--- config.mk ---
export PLATFORM = sky130hd
export DESIGN_NAME = intstat_ctrl
export DESIGN_NICKNAME = d
export VERILOG_FILES = /design/src/rtl/intstat_pkg.sv /design/src/rtl/loop_seq.sv /design/src/rtl/stat_reg.sv /design/src/rtl/intstat_ctrl.sv
export SDC_FILE = /design/constraint.sdc
export NUM_CORES = 1
export LEC_CHECK = 0
export BUFFER_PORTS_ARGS = -buffer_cell sky130_fd_sc_hd__buf_2
export CORE_ASPECT_RATIO = 1.2
export CORE_MARGIN = 2
export CORE_UTILIZATION = 50
export DETAILED_ROUTE_END_ITERATION = 8
export PLACE_DENSITY = 0.76
export SLEW_MARGIN = 20
export SYNTH_ARGS = -nofsm -noshare
export SYNTH_HDL_FRONTEND = slang
export SYNTH_SLANG_ARGS = --single-unit
--- constraint.sdc ---
create_clock -name clk -period 1.29 [get_ports clk]
set_input_delay 0 -clock clk [delete_from_list [all_inputs] [get_ports clk]]
set_output_delay 0 -clock clk [all_outputs]
set_load 0.01 [all_outputs]
--- src/rtl/intstat_pkg.sv ---
package intstat_pkg;
  localparam int AW = 3;
  localparam logic [AW-1:0] ADDR_ST1  = 3'd0;
  localparam logic [AW-1:0] ADDR_ST2  = 3'd1;
  localparam logic [AW-1:0] ADDR_MSK1 = 3'd2;
  localparam logic [AW-1:0] ADDR_MSK2 = 3'd3;
  localparam logic [AW-1:0] ADDR_CFG  = 3'd4;
  localparam int CFG_EN_BIT   = 0;
  localparam int CFG_LCLR_BIT = 3;
endpackage

--- src/rtl/loop_seq.sv ---
module loop_seq #(
  parameter int LOOP_CYCLES = 16
) (
  input  logic clk,
  input  logic rst_n,
  input  logic halt,
  output logic pass
);
  localparam int CW = (LOOP_CYCLES > 2) ? $clog2(LOOP_CYCLES) : 1;
  localparam logic [CW-1:0] LAST = CW'(LOOP_CYCLES - 1);

  logic [CW-1:0] cnt_q;

  assign pass = (cnt_q == LAST) && !halt;

  always_ff @(posedge clk) begin
    if (!rst_n)      cnt_q <= '0;
    else if (!halt)  cnt_q <= (cnt_q == LAST) ? '0 : cnt_q + 1'b1;
  end
endmodule

--- src/rtl/stat_reg.sv ---
module stat_reg #(
  parameter int DW = 8
) (
  input  logic          clk,
  input  logic          rst_n,
  input  logic          set_en,
  input  logic [DW-1:0] set_vec,
  input  logic          clr,
  output logic [DW-1:0] q
);
  always_ff @(posedge clk) begin
    if (!rst_n) q <= '0;
    else        q <= (clr ? '0 : q) | (set_en ? set_vec : '0);
  end
endmodule

--- src/rtl/intstat_ctrl.sv ---
module intstat_ctrl
  import intstat_pkg::*;
#(
  parameter int DW          = 8,
  parameter int LOOP_CYCLES = 16
) (
  input  logic          clk,
  input  logic          rst_n,
  input  logic          wr_en,
  input  logic [AW-1:0] wr_addr,
  input  logic [DW-1:0] wr_data,
  input  logic          rd_en,
  input  logic [AW-1:0] rd_addr,
  output logic [DW-1:0] rd_data,
  output logic          rd_valid,
  input  logic [DW-1:0] ev1_in,
  input  logic [DW-1:0] ev2_in,
  output logic          loop_done,
  output logic          irq_n
);
  localparam int NST = 2;

  logic [DW-1:0] cfg_q;
  logic [DW-1:0] msk_q [NST];
  logic [DW-1:0] st_q  [NST];
  logic [DW-1:0] ev    [NST];
  logic [NST-1:0] rd_clr;
  logic [NST-1:0] hit;
  logic [DW-1:0] st1_q, st2_q;
  logic          halt;

  assign halt  = cfg_q[CFG_LCLR_BIT];
  assign ev[0] = ev1_in;
  assign ev[1] = ev2_in;
  assign st1_q = st_q[0];
  assign st2_q = st_q[1];

  loop_seq #(.LOOP_CYCLES(LOOP_CYCLES)) u_seq (
    .clk(clk), .rst_n(rst_n), .halt(halt), .pass(loop_done)
  );

  for (genvar g = 0; g < NST; g++) begin : g_st
    localparam logic [AW-1:0] ST_A  = AW'(g);
    localparam logic [AW-1:0] MSK_A = AW'(g + 2);
    assign rd_clr[g] = rd_en && (rd_addr == ST_A);
    assign hit[g]    = |(st_q[g] & ~msk_q[g]);

    stat_reg #(.DW(DW)) u_st (
      .clk(clk), .rst_n(rst_n), .set_en(loop_done), .set_vec(ev[g]),
      .clr(rd_clr[g]), .q(st_q[g])
    );

    always_ff @(posedge clk) begin
      if (!rst_n)                            msk_q[g] <= '0;
      else if (wr_en && wr_addr == MSK_A)    msk_q[g] <= wr_data;
    end
  end

  always_ff @(posedge clk) begin
    if (!rst_n)                              cfg_q <= '0;
    else if (wr_en && wr_addr == ADDR_CFG)   cfg_q <= wr_data;
  end

  assign irq_n = !(cfg_q[CFG_EN_BIT] && !halt && (|hit));

  logic [DW-1:0] rd_mux;
  always_comb begin
    unique case (rd_addr)
      ADDR_ST1:  rd_mux = st_q[0];
      ADDR_ST2:  rd_mux = st_q[1];
      ADDR_MSK1: rd_mux = msk_q[0];
      ADDR_MSK2: rd_mux = msk_q[1];
      ADDR_CFG:  rd_mux = cfg_q;
      default:   rd_mux = '0;
    endcase
  end

  always_ff @(posedge clk) begin
    if (!rst_n) begin
      rd_valid <= 1'b0;
      rd_data  <= '0;
    end else begin
      rd_valid <= rd_en;
      if (rd_en) rd_data <= rd_mux;
    end
  end
endmodule

==> impl_metrics.tcl <==
set metrics [dict create \
    synthesis.area_mm2 0.00250 \
    r2r_end "rd_data[5]$_SDFFE_PN0P_" \
    violations "negative setup slack" \
    drive_above_1_share 0.395 \
    hold_ws_ps 5.10 \
    p_int_mw 2.62 \
    final_cell_mix "43 x buf_2, 39 x nor2b_1, 31 x dfxtp_1, 25 x and2_1, 23 x dlygate4sd3_1" \
    pre_cts_ws_ps -264 \
    endpoint_kind "output pin" \
    cts_buffers 5 \
    antenna_found_initial 0 \
    syn-num-nets 266 \
    rsz0062_at_grt "true" \
    critical_path.top_delay_family "simple AND/OR/NAND/NOR gates" \
    clockBufferDepth 2 \
    grt_pass1_wl_um 9850 \
    fin_nets 358 \
    yosysTopAreaCell "dfxtp_1" \
    yosysSeqAreaShare 0.489 \
    max_cap_viol_count 0 \
    reg2reg_from "msk_q[0][5]$_SDFFCE_PN0P_" \
    cts_sinks 53 \
    fillers 334 \
    async_reset_ff_frac 0 \
    yosys.cell_types.count 33 \
    holdPathStages 3 \
    period_share 1.23 \
    outcome "finished, violations left" \
    cts-root-buf "clkbuf_8" \
    wl_per_cell_um 16.9 \
    p_total_mw 3.39 \
    tritoncts "done" \
    ys_top_cells_by_area "dfxtp_1 30%, edfxtp_1 19%, nor2b_1 10%, a22oi_1 7.2%, and2_1 6.3%" \
    antenna_left 0 \
    p_leak_nw 1.35 \
    num_vias 2120 \
    place.gp.congestion 0.886 \
    final_core_util 0.733 \
    combPwrFrac 0.117 \
    chipWidth_um 68.5 \
    report.final.slew_viol_count 0 \
    worst_setup_path_start_kind "register" \
    grt.total_usage 0.246 \
    cp_max_fo 3 \
    power_density_mw_per_mm2 951 \
    min_to "g_st[1].u_st.q[0]$_SDFF_PN0_" \
    synth_edf_count 16 \
    coreArea_mm2 0.00487 \
    ys_ff_latch 53 \
    critPathSlowestCell "a2111oi_2" \
    finalHoldViolCount 0 \
    clk_pin_slew_ps 100 \
    power_frac_seq 0.533 \
    worst_slew_pin_slew_ps 345 \
    layout_commonest_cell "buf_2" \
    critPathMaxStageDelay_ps 370 \
    grt_overflow 0 \
    viasPerCell 5.52 \
    fin_worst_skew_ps 7.84 \
    finalCriticalPeriod_ps 1590 \
    drc 0 \
    p_sw_frac 0.229 \
    initial_utilization 0.513 \
    min-delay-start "ev2_in[0]" \
    drtIter0Drc 130 \
    num_rows 28 \
    synth.avg_cell_area_um2 10.8 \
    synth_warnings 0 \
    grt_pass1_vias 2016 \
    crit_chain "nor2b_1 > a2111oi_2 > nand4_1 > nand3b_1 > buf_2" \
    crit_type "reg -> out" \
    synth_ff_type "dfxtp_1" \
    drt-total-wl_um 6480 \
    die_h_um 81.4 \
    yosysTopAreaCellShare 0.297 \
    fmax_mhz 629 \
    worst-r2r-setup-slack_ps -160 \
    clkPwrFrac 0.350 \
    hpwl_um 4250 \
    ios 45 \
    grt_start_max_net_pins 29 \
    arrival_ps 1590 \
    drt_pass1_iterations 4 \
    syn_to_final_growth_pct 42.9 \
    slew_headroom 0.769 \
    cp_num_buf_inv 1 \
    synth_cells 231 \
    ir_drop_uv 537 \
    hold_path_class "in -> reg" \
    setup_slack_ps -299 \
    r2r_cells 4 \
    setup_tns_ps -1260 \
    port_buffers 44 \
    antenna_cells 0 \
    p_switching_uw 777 \
    clk-insertion-delay-late_ps 310 \
    die_area_mm2 0.00558 \
    setup_viol 12 \
    worstPathRequired_ps 1290 \
    cts_max_level 2 \
]
==> how the worst max path moves through the flow <==
stage          slack, ps                       to                    startpoint  cells past startpoint
6_report            -300                    irq_n  g_st[1].u_st.q[3]$_SDFF_PN0_                      5
5_1_grt             -350                    irq_n  g_st[0].u_st.q[3]$_SDFF_PN0_                      5
4_1_cts             -320                    irq_n  g_st[1].u_st.q[5]$_SDFF_PN0_                      6
3_5_place_dp        -260                    irq_n  g_st[0].u_st.q[7]$_SDFF_PN0_                      5
3_3_place_gp        -210                    irq_n  g_st[0].u_st.q[7]$_SDFF_PN0_                      5
2_1_floorplan        -10  rd_data[1]$_SDFFE_PN0P_     msk_q[1][1]$_SDFFCE_PN0P_                      4
==> per-layer routing <==
metal / vias to the layer above / GRT usage / routed length [um]
met4: 0 / 0.132 / 266
met3: 23 / 0.0370 / 378
met2: 86 / 0.405 / 3190
li1: 1009 / - / -
met1: 1002 / 0.306 / 2650
met5: - / 0 / 0
==> per-stage QoR <==
stage | area, um2 | std cells
2_1_floorplan | 2500 | 231
3_3_place_gp | 2890 | 343
3_5_place_dp | 2890 | 343
4_1_cts | 3420 | 379
5_1_grt | 3570 | 384
6_report | 3570 | 384
==> registers in the layout, indices dropped and copies added (netlist names) <==
signal and flops:
msk_q 16, rd_valid 1, rd_data 8, u_seq.cnt_q 4, g_st.u_st.q 16, cfg_q 8
==> logic make-up after synthesis <==
group / synth area share
muxes: 0.105
adders and majority gates: 0.00501
DFF: 0.489
and+or+nand+nor: 0.229
xor gates and xnor gates: 0.00702
buffers and inverters: 0.0411
AOI/OAI and AO/OA: 0.124
==> Yosys cell counts, types with 2 or more instances <==
| cell type | instances |
|---|---|
| a2111oi_0 | 4 |
| a21oi_1 | 4 |
| a22oi_1 | 24 |
| and2_1 | 25 |
| and3_1 | 2 |
| and3b_1 | 2 |
| buf_2 | 4 |
| buf_4 | 2 |
| clkbuf_1 | 4 |
| dfxtp_1 | 37 |
| edfxtp_1 | 16 |
| inv_1 | 11 |
| mux2_2 | 3 |
| mux2i_1 | 9 |
| mux4_2 | 5 |
| nand2_1 | 5 |
| nand2b_1 | 3 |
| nand3_1 | 3 |
| nand3b_1 | 3 |
| nor2_1 | 3 |
| nor2b_1 | 41 |
| o21ai_0 | 4 |
| o22ai_1 | 6 |
| xnor2_1 | 2 |
==> power groups by stage <==
stage	registers, mW	logic [mW]	clock network (mW)
after floorplan	1.83	0.169	0
after global placement	1.84	0.300	0
after detailed placement	1.84	0.306	0
after CTS	1.81	0.379	1.19
after global routing	1.82	0.435	1.27
final	1.81	0.397	1.19
==> worst reg2reg max path, cell delays in order (launching register included) <==
cell and delay [ps]:
edfxtp_1 420, mux4_2 480, a22oi_2 190, o22ai_1 100, and2_1 160
==> what timing repair did <==
item                                    CTS  global route
hold buffers                             23             0
setup buffers                             4             6
pin swaps                                 7            18
endpoints found under the hold margin    34             0
endpoints found under the setup margin    8            24
resized for setup                        27            27
cloned                                    1             0
==> area by class of cell <==
cell class | count | area, um2 | share of cell area
Tap cell | 60 | 75.1 | 0.0210
Clock inverter | 2 | 37.5 | 0.0105
Sequential cell | 53 | 1230 | 0.345
Inverter | 11 | 41.3 | 0.0116
Timing Repair Buffer | 96 | 742 | 0.208
Multi-Input combinational cell | 156 | 1360 | 0.381
Clock buffer | 6 | 82.6 | 0.0231
Note: power is estimated with default switching activity, not from simulation.
